===== src/rtl/rxs_pkg.sv =====
package rxs_pkg;

    localparam int LEN_W = 15;

    typedef logic [LEN_W-1:0] len_t;

    // Bit layout of the descriptor status word, MSB first.
    typedef struct packed {
        logic       owned;
        len_t       len;
        logic       good;
        logic       rsv14;
        logic       mcast;
        logic       bcast;
        logic       ucast;
        logic       rsv10;
        logic       first;
        logic       last;
        logic [1:0] rsv76;
        logic       runt;
        logic       toolong;
        logic       ovf;
        logic       align;
        logic       crc;
        logic       err;
    } rx_status_t;

    typedef struct packed {
        logic runt;
        logic toolong;
        logic ovf;
        logic align;
        logic crc;
    } rx_err_t;

    typedef struct packed {
        logic mcast;
        logic bcast;
        logic ucast;
    } dst_class_t;

    function automatic dst_class_t classify(input logic all_ones, input logic group_bit);
        dst_class_t c;
        c.bcast = all_ones;
        c.mcast = group_bit & ~all_ones;
        c.ucast = ~group_bit & ~all_ones;
        return c;
    endfunction

    function automatic rx_status_t build_status(input len_t len, input dst_class_t cls,
                                                input rx_err_t e);
        rx_status_t s;
        s         = '0;
        s.owned   = 1'b0;
        s.len     = len;
        s.mcast   = cls.mcast;
        s.bcast   = cls.bcast;
        s.ucast   = cls.ucast;
        s.first   = 1'b1;
        s.last    = 1'b1;
        s.runt    = e.runt;
        s.toolong = e.toolong;
        s.ovf     = e.ovf;
        s.align   = e.align;
        s.crc     = e.crc;
        s.err     = |e;
        s.good    = ~(|e);
        return s;
    endfunction

endpackage


===== src/rtl/rxs_len_track.sv =====
module rxs_len_track
    import rxs_pkg::*;
#(
    parameter int MIN_LEN = 64,
    parameter int MAX_LEN = 1536
) (
    input  logic clk,
    input  logic rst,
    input  logic take,
    input  logic restart,
    output len_t cur_idx,
    output len_t cur_len,
    output logic is_runt,
    output logic is_long
);
    localparam len_t SAT = '1;

    len_t cnt;

    always_comb begin
        cur_idx = restart ? '0 : cnt;
        cur_len = (cur_idx == SAT) ? SAT : cur_idx + 1'b1;
        is_runt = cur_len < len_t'(MIN_LEN);
        is_long = cur_len > len_t'(MAX_LEN);
    end

    always_ff @(posedge clk) begin
        if (rst)       cnt <= '0;
        else if (take) cnt <= cur_len;
    end

endmodule


===== src/rtl/rxs_dst_match.sv =====
module rxs_dst_match
    import rxs_pkg::*;
#(
    parameter int ADDR_BYTES = 6
) (
    input  logic                    clk,
    input  logic                    rst,
    input  logic                    take,
    input  len_t                    cur_idx,
    input  logic [7:0]              in_byte,
    input  logic [ADDR_BYTES*8-1:0] station,
    output logic                    addr_done,
    output logic                    match_n,
    output logic                    ones_n,
    output logic                    group_n
);
    localparam int AIW   = (ADDR_BYTES > 1) ? $clog2(ADDR_BYTES) : 1;
    localparam int SLOTS = 1 << AIW;

    logic [SLOTS-1:0] slot_eq;
    logic             match_r, ones_r, group_r;
    logic             in_addr, first;

    for (genvar i = 0; i < SLOTS; i++) begin : g_slot
        if (i < ADDR_BYTES) begin : g_real
            assign slot_eq[i] = (in_byte == station[8*i +: 8]);
        end else begin : g_pad
            assign slot_eq[i] = 1'b0;
        end
    end

    always_comb begin
        in_addr   = cur_idx < len_t'(ADDR_BYTES);
        first     = (cur_idx == '0);
        addr_done = cur_idx >= len_t'(ADDR_BYTES - 1);
        match_n   = in_addr ? ((first | match_r) & slot_eq[cur_idx[AIW-1:0]]) : match_r;
        ones_n    = in_addr ? ((first | ones_r) & (in_byte == 8'hFF)) : ones_r;
        group_n   = first ? in_byte[0] : group_r;
    end

    always_ff @(posedge clk) begin
        if (rst) begin
            match_r <= 1'b0;
            ones_r  <= 1'b0;
            group_r <= 1'b0;
        end else if (take) begin
            match_r <= match_n;
            ones_r  <= ones_n;
            group_r <= group_n;
        end
    end

endmodule


===== src/rtl/rxs_status_gen.sv =====
module rxs_status_gen
    import rxs_pkg::*;
#(
    parameter int ADDR_BYTES = 6,
    parameter int MIN_FRAME  = 64,
    parameter int MAX_FRAME  = 1536
) (
    input  logic                    clk,
    input  logic                    rst,
    input  logic                    in_valid,
    input  logic [7:0]              in_byte,
    input  logic                    in_sof,
    input  logic                    in_eof,
    input  logic                    in_crc_bad,
    input  logic                    in_align_err,
    input  logic                    in_fifo_ovf,
    input  logic [ADDR_BYTES*8-1:0] station_addr,
    input  logic                    promisc,
    input  logic                    accept_bcast,
    output logic                    stat_valid,
    output logic [31:0]             stat_word
);
    logic       in_frame, ovf_r;
    logic       restart, take, close, keep, ovf_n;
    len_t       cur_idx, cur_len;
    logic       is_runt, is_long;
    logic       addr_done, match_n, ones_n, group_n;
    dst_class_t cls;
    rx_err_t    errs;
    rx_status_t st;

    assign restart = in_valid & in_sof;
    assign take    = in_valid & (in_sof | in_frame);
    assign close   = take & in_eof;

    rxs_len_track #(
        .MIN_LEN (MIN_FRAME),
        .MAX_LEN (MAX_FRAME)
    ) u_len (
        .clk     (clk),
        .rst     (rst),
        .take    (take),
        .restart (restart),
        .cur_idx (cur_idx),
        .cur_len (cur_len),
        .is_runt (is_runt),
        .is_long (is_long)
    );

    rxs_dst_match #(
        .ADDR_BYTES (ADDR_BYTES)
    ) u_dst (
        .clk       (clk),
        .rst       (rst),
        .take      (take),
        .cur_idx   (cur_idx),
        .in_byte   (in_byte),
        .station   (station_addr),
        .addr_done (addr_done),
        .match_n   (match_n),
        .ones_n    (ones_n),
        .group_n   (group_n)
    );

    always_comb begin
        ovf_n        = in_fifo_ovf | (~restart & ovf_r);
        cls          = classify(ones_n & addr_done, group_n);
        keep         = promisc | (cls.ucast & match_n & addr_done) | (cls.bcast & accept_bcast);
        errs.runt    = is_runt;
        errs.toolong = is_long;
        errs.ovf     = ovf_n;
        errs.align   = in_align_err;
        errs.crc     = in_crc_bad;
        st           = build_status(cur_len, cls, errs);
    end

    always_ff @(posedge clk) begin
        if (rst) begin
            in_frame   <= 1'b0;
            ovf_r      <= 1'b0;
            stat_valid <= 1'b0;
            stat_word  <= '0;
        end else begin
            stat_valid <= close & keep;
            if (close & keep) stat_word <= st;
            if (take) begin
                ovf_r    <= ovf_n;
                in_frame <= ~in_eof;
            end
        end
    end

endmodule


===== config.mk =====
export PLATFORM = sky130hd
export DESIGN_NAME = rxs_status_gen
export DESIGN_NICKNAME = d
export VERILOG_FILES = /design/src/rtl/rxs_pkg.sv /design/src/rtl/rxs_len_track.sv /design/src/rtl/rxs_dst_match.sv /design/src/rtl/rxs_status_gen.sv
export SDC_FILE = /design/constraint.sdc
export NUM_CORES = 1
export LEC_CHECK = 0
export BUFFER_PORTS_ARGS = -buffer_cell sky130_fd_sc_hd__buf_2
export CAP_MARGIN = 20
export CORE_UTILIZATION = 45
export CTS_CLUSTER_DIAMETER = 50
export DETAILED_ROUTE_END_ITERATION = 12
export GPL_ROUTABILITY_DRIVEN = 0
export GPL_TIMING_DRIVEN = 0
export PLACE_DENSITY = 0.78
export SKIP_CTS_REPAIR_TIMING = 1
export SYNTH_ARGS = -nofsm -noshare
export SYNTH_HDL_FRONTEND = slang
export SYNTH_HIERARCHICAL = 1
export SYNTH_SLANG_ARGS = --single-unit

===== constraint.sdc =====
create_clock -name clk -period 8.8 [get_ports clk]
set_clock_uncertainty 0.15 [all_clocks]
set_input_delay 0.88 -clock clk [delete_from_list [all_inputs] [get_ports clk]]
set_output_delay 0.88 -clock clk [all_outputs]
set_load 0.05 [all_outputs]

==> impl_metrics.prom <==
# TYPE chip_impl_metric gauge
chip_impl_metric{name="synth-compound-area-share",unit="%"} 11.02
chip_impl_metric{name="yosys.area_share.xor_xnor",unit="%"} 15.97
chip_impl_metric{name="postSynthCellCount",unit=""} 374
chip_impl_metric{name="final_layout_size_suffix_gt1_share",unit="%"} 30.57
chip_impl_metric{name="syn_area_per_cell",unit="µm²"} 8.775
chip_impl_metric{name="power_per_cell_area",unit="nW/µm²"} 124.1
chip_impl_metric{name="pin_count",unit=""} 99
chip_impl_info{name="worst_setup_path_end_kind",value="flip-flop"} 1
chip_impl_metric{name="final_cell_area",unit="µm²"} 3931
chip_impl_metric{name="fp.coreArea",unit="µm²"} 6907
chip_impl_metric{name="synth.distinct_cells",unit=""} 63
chip_impl_metric{name="drc_markers",unit=""} 0
chip_impl_metric{name="place_area",unit="µm²"} 3842
chip_impl_metric{name="final-setup-viol-count",unit=""} 0
chip_impl_metric{name="hold_slack",unit="ns"} 0.3360
chip_impl_metric{name="die_h",unit="µm"} 87.40
chip_impl_metric{name="globalRoute.totalOverflow",unit=""} 0
chip_impl_metric{name="ir_drop",unit="mV"} 0.1275
chip_impl_metric{name="via_count_of_the_first_global_routing_pass",unit=""} 2900
chip_impl_metric{name="synth_simple_gate_area_share",unit="%"} 28.06
chip_impl_metric{name="clk_transition_reported_paths",unit="ns"} 0.09
chip_impl_metric{name="drt_pass1_iterations",unit=""} 4
chip_impl_info{name="crit_path_launch_type",value="input port"} 1
chip_impl_metric{name="layout_overhead_on_the_synthesized_area",unit="%"} 19.79
chip_impl_metric{name="placed_cells",unit=""} 559
chip_impl_metric{name="leakagePower",unit="nW"} 1.763
chip_impl_metric{name="floorplan.die.width",unit="µm"} 87.40
chip_impl_metric{name="wl",unit="mm"} 8.250
chip_impl_metric{name="clkSinkCount",unit=""} 47
chip_impl_metric{name="synth_fa_ha_area_share",unit="%"} 0.3812
chip_impl_metric{name="drtIter0Drc",unit=""} 218
chip_impl_info{name="postSynth.topFlopCell",value="sky130_fd_sc_hd__dfxtp_1"} 1
chip_impl_metric{name="drtAntennaViolNets",unit=""} 0
chip_impl_info{name="cts_root_buf",value="sky130_fd_sc_hd__clkbuf_8"} 1
chip_impl_metric{name="cp_data_required_time",unit="ns"} 8.83
chip_impl_info{name="largest_family_of_logic_cells_by_synthesized_area",value="simple AND/OR/NAND/NOR gates"} 1
chip_impl_info{name="critPathKind",value="in2reg"} 1
chip_impl_metric{name="seq_area_frac_synth",unit="%"} 28.67
chip_impl_metric{name="slew_violations",unit=""} 0
chip_impl_metric{name="globalRouteTotalUtil",unit="%"} 22.70
chip_impl_metric{name="synth-warning-count",unit=""} 6
chip_impl_metric{name="power_switching_share",unit="%"} 32.51
chip_impl_metric{name="cts_buffers",unit=""} 5
chip_impl_info{name="hold_class",value="reg2reg"} 1
chip_impl_metric{name="initial_core_util",unit="%"} 47.52
chip_impl_metric{name="hold_viol_final",unit=""} 0
chip_impl_metric{name="async_set_or_reset_register_ratio_after_synthesis",unit="%"} 0
chip_impl_metric{name="first_pass_grt_wire_length",unit="mm"} 13.52
chip_impl_info{name="most-common-layout-cells",value="sky130_fd_sc_hd__buf_2, sky130_fd_sc_hd__nor2_1, sky130_fd_sc_hd__dfxtp_1"} 1
chip_impl_metric{name="layout.nets",unit=""} 537
chip_impl_metric{name="post_layout_nonfiller_instances",unit=""} 567
chip_impl_metric{name="drv_cap",unit=""} 0
chip_impl_info{name="layout.cells.most_common",value="sky130_fd_sc_hd__buf_2"} 1
chip_impl_metric{name="cts-root-to-sink-buffers",unit=""} 2
chip_impl_metric{name="numPortBuffers",unit=""} 85
chip_impl_metric{name="grt_max_degree",unit=""} 16
chip_impl_metric{name="slew-limit-headroom",unit="%"} 54.19
chip_impl_metric{name="antenna_violations_before_repair",unit=""} 0
chip_impl_metric{name="die_area",unit="µm²"} 7639
chip_impl_metric{name="utilization",unit="%"} 56.92
chip_impl_metric{name="internal-power",unit="mW"} 0.3293
chip_impl_info{name="cts_tree",value="built"} 1
chip_impl_metric{name="pwr-share-clk",unit="%"} 27.5
chip_impl_metric{name="detailroute.via_count",unit=""} 2998
chip_impl_metric{name="avgViaCountPerCell",unit=""} 5.287
chip_impl_metric{name="power_frac_seq",unit="%"} 46.3
chip_impl_info{name="rsz0062_at_grt",value="false"} 1
chip_impl_metric{name="crit_fanout",unit=""} 10
chip_impl_metric{name="ys_ff_latch",unit=""} 47
chip_impl_metric{name="setup_tns_after_final_layout",unit="ns"} 0
chip_impl_metric{name="pwr-share-comb",unit="%"} 26.2
chip_impl_metric{name="synth_enable_flop_cells",unit=""} 0
chip_impl_metric{name="arrival",unit="ns"} 4.31
chip_impl_metric{name="highest_attainable_clock_frequency",unit="GHz"} 0.2339
chip_impl_metric{name="synth.cell_area",unit="µm²"} 3282
chip_impl_metric{name="clk-insertion-delay-late",unit="ns"} 0.30
chip_impl_metric{name="drt-wirelength-per-cell",unit="µm"} 14.55
chip_impl_metric{name="detailedPlacementHpwl",unit="mm"} 6.418
chip_impl_metric{name="antenna_cells_inserted",unit=""} 0
chip_impl_info{name="run_status",value="completed"} 1
chip_impl_metric{name="p_sw",unit="mW"} 0.1586
chip_impl_metric{name="synth_mux_area_share",unit="%"} 7.663
chip_impl_metric{name="fin_crit_sh",unit="%"} 48.58
chip_impl_metric{name="fp-row-count",unit=""} 30
chip_impl_metric{name="final.min_clock_period",unit="ns"} 4.275
chip_impl_metric{name="htreeDepth",unit=""} 2
chip_impl_metric{name="max_slew.worst_pin.slew",unit="ns"} 0.6872
-- worst paths after layout --
check	start	end	slack, ns	depth (start not counted)
worst min register to register	stat_word[12]	stat_word[12]	0.34	2
worst max-delay path	in_valid	stat_word[0]	4.53	15
worst max register to register	u_len/cnt[1]	stat_word[0]	5.26	11
worst min-delay path	stat_word[12]	stat_word[12]	0.34	2
-- state kept, by name, indices dropped and copies added (netlist names) --
| signal | count |
|---|---|
| stat_valid | 1 |
| u_dst/group_r | 1 |
| in_frame | 1 |
| stat_word | 26 |
| u_dst/match_r | 1 |
| u_len/cnt | 15 |
| u_dst/ones_r | 1 |
| ovf_r | 1 |
-- cell usage after synthesis, types with 6 or more instances --
library cell / number / area (µm²)
sky130_fd_sc_hd__nand4_1: 14 / 87.58
sky130_fd_sc_hd__buf_6: 9 / 101.4
sky130_fd_sc_hd__mux2i_1: 24 / 240.2
sky130_fd_sc_hd__xnor2_1: 35 / 306.5
sky130_fd_sc_hd__o21ai_0: 6 / 30.03
sky130_fd_sc_hd__inv_1: 14 / 52.55
sky130_fd_sc_hd__a21oi_1: 7 / 35.03
sky130_fd_sc_hd__dfxtp_1: 47 / 940.9
sky130_fd_sc_hd__nor2b_1: 10 / 62.56
sky130_fd_sc_hd__and2b_1: 6 / 45.04
sky130_fd_sc_hd__buf_4: 7 / 52.55
sky130_fd_sc_hd__nand2b_1: 6 / 37.54
sky130_fd_sc_hd__nor2_1: 55 / 206.5
sky130_fd_sc_hd__clkbuf_1: 7 / 26.28
sky130_fd_sc_hd__xor2_1: 23 / 201.4
sky130_fd_sc_hd__nand3_1: 12 / 60.06
sky130_fd_sc_hd__nand2_1: 16 / 60.06
-- kinds of logic after synthesis --
| logic type | count (synthesis) |
|---|---|
| simple gates | 154 |
| xor+xnor | 59 |
| flops | 47 |
| buf+inv | 44 |
| compound gates | 43 |
| mux | 25 |
| fa+ha+maj | 1 |
| other cells | 1 |
-- power groups by stage --
stage | logic (mW) | registers, mW | clock network (mW)
2_1_floorplan | 0.0839 | 0.237 | 0
6_report | 0.128 | 0.226 | 0.134
4_1_cts | 0.127 | 0.226 | 0.138
3_5_place_dp | 0.126 | 0.231 | 0
3_3_place_gp | 0.123 | 0.230 | 0
5_1_grt | 0.139 | 0.227 | 0.146
-- per-stage QoR --
step	power, mW	worst slack [ns]
after CTS	0.4906	4.558
after global placement	0.3536	4.300
final	0.4879	4.525
after global routing	0.5116	4.314
after detailed placement	0.3571	4.264
after floorplan	0.3213	4.972
-- critical path: stages --
cell and delay (ns):
sky130_fd_sc_hd__buf_2 0.12, sky130_fd_sc_hd__nand2_1 0.10, sky130_fd_sc_hd__inv_1 0.14, sky130_fd_sc_hd__clkbuf_2 0.23, sky130_fd_sc_hd__nor2b_1 0.42, sky130_fd_sc_hd__ha_1 0.36
sky130_fd_sc_hd__nand3_1 0.22, sky130_fd_sc_hd__nor4_4 0.43, sky130_fd_sc_hd__xor2_1 0.12, sky130_fd_sc_hd__nor2_1 0.26, sky130_fd_sc_hd__nand4_2 0.15, sky130_fd_sc_hd__a31o_2 0.27
sky130_fd_sc_hd__nor4_1 0.31, sky130_fd_sc_hd__nand3_1 0.13, sky130_fd_sc_hd__nor3b_2 0.16
-- metal layers --
layer / GRT usage, % / vias to the layer above / wire, µm
li1: - / 1468 / -
met1: 29.19 / 1428 / 3581
met2: 37.29 / 88 / 4074
met3: 4.929 / 14 / 445
met4: 8.197 / 0 / 148
met5: 0 / - / 0
-- area by class of cell --
| type | count | area (µm²) |
|---|---|---|
| fillers | 654 | 2975 |
| multi-input cells | 287 | 2090 |
| clock inverters | 2 | 16.27 |
| inverters | 14 | 52.55 |
| flip-flops and latches | 47 | 940.9 |
| well taps | 96 | 120.1 |
| plain buffers | 30 | 214.0 |
| clock buffers | 6 | 72.57 |
| repair buffers | 85 | 425.4 |
No activity file was read; power rests on OpenSTA's default activity.
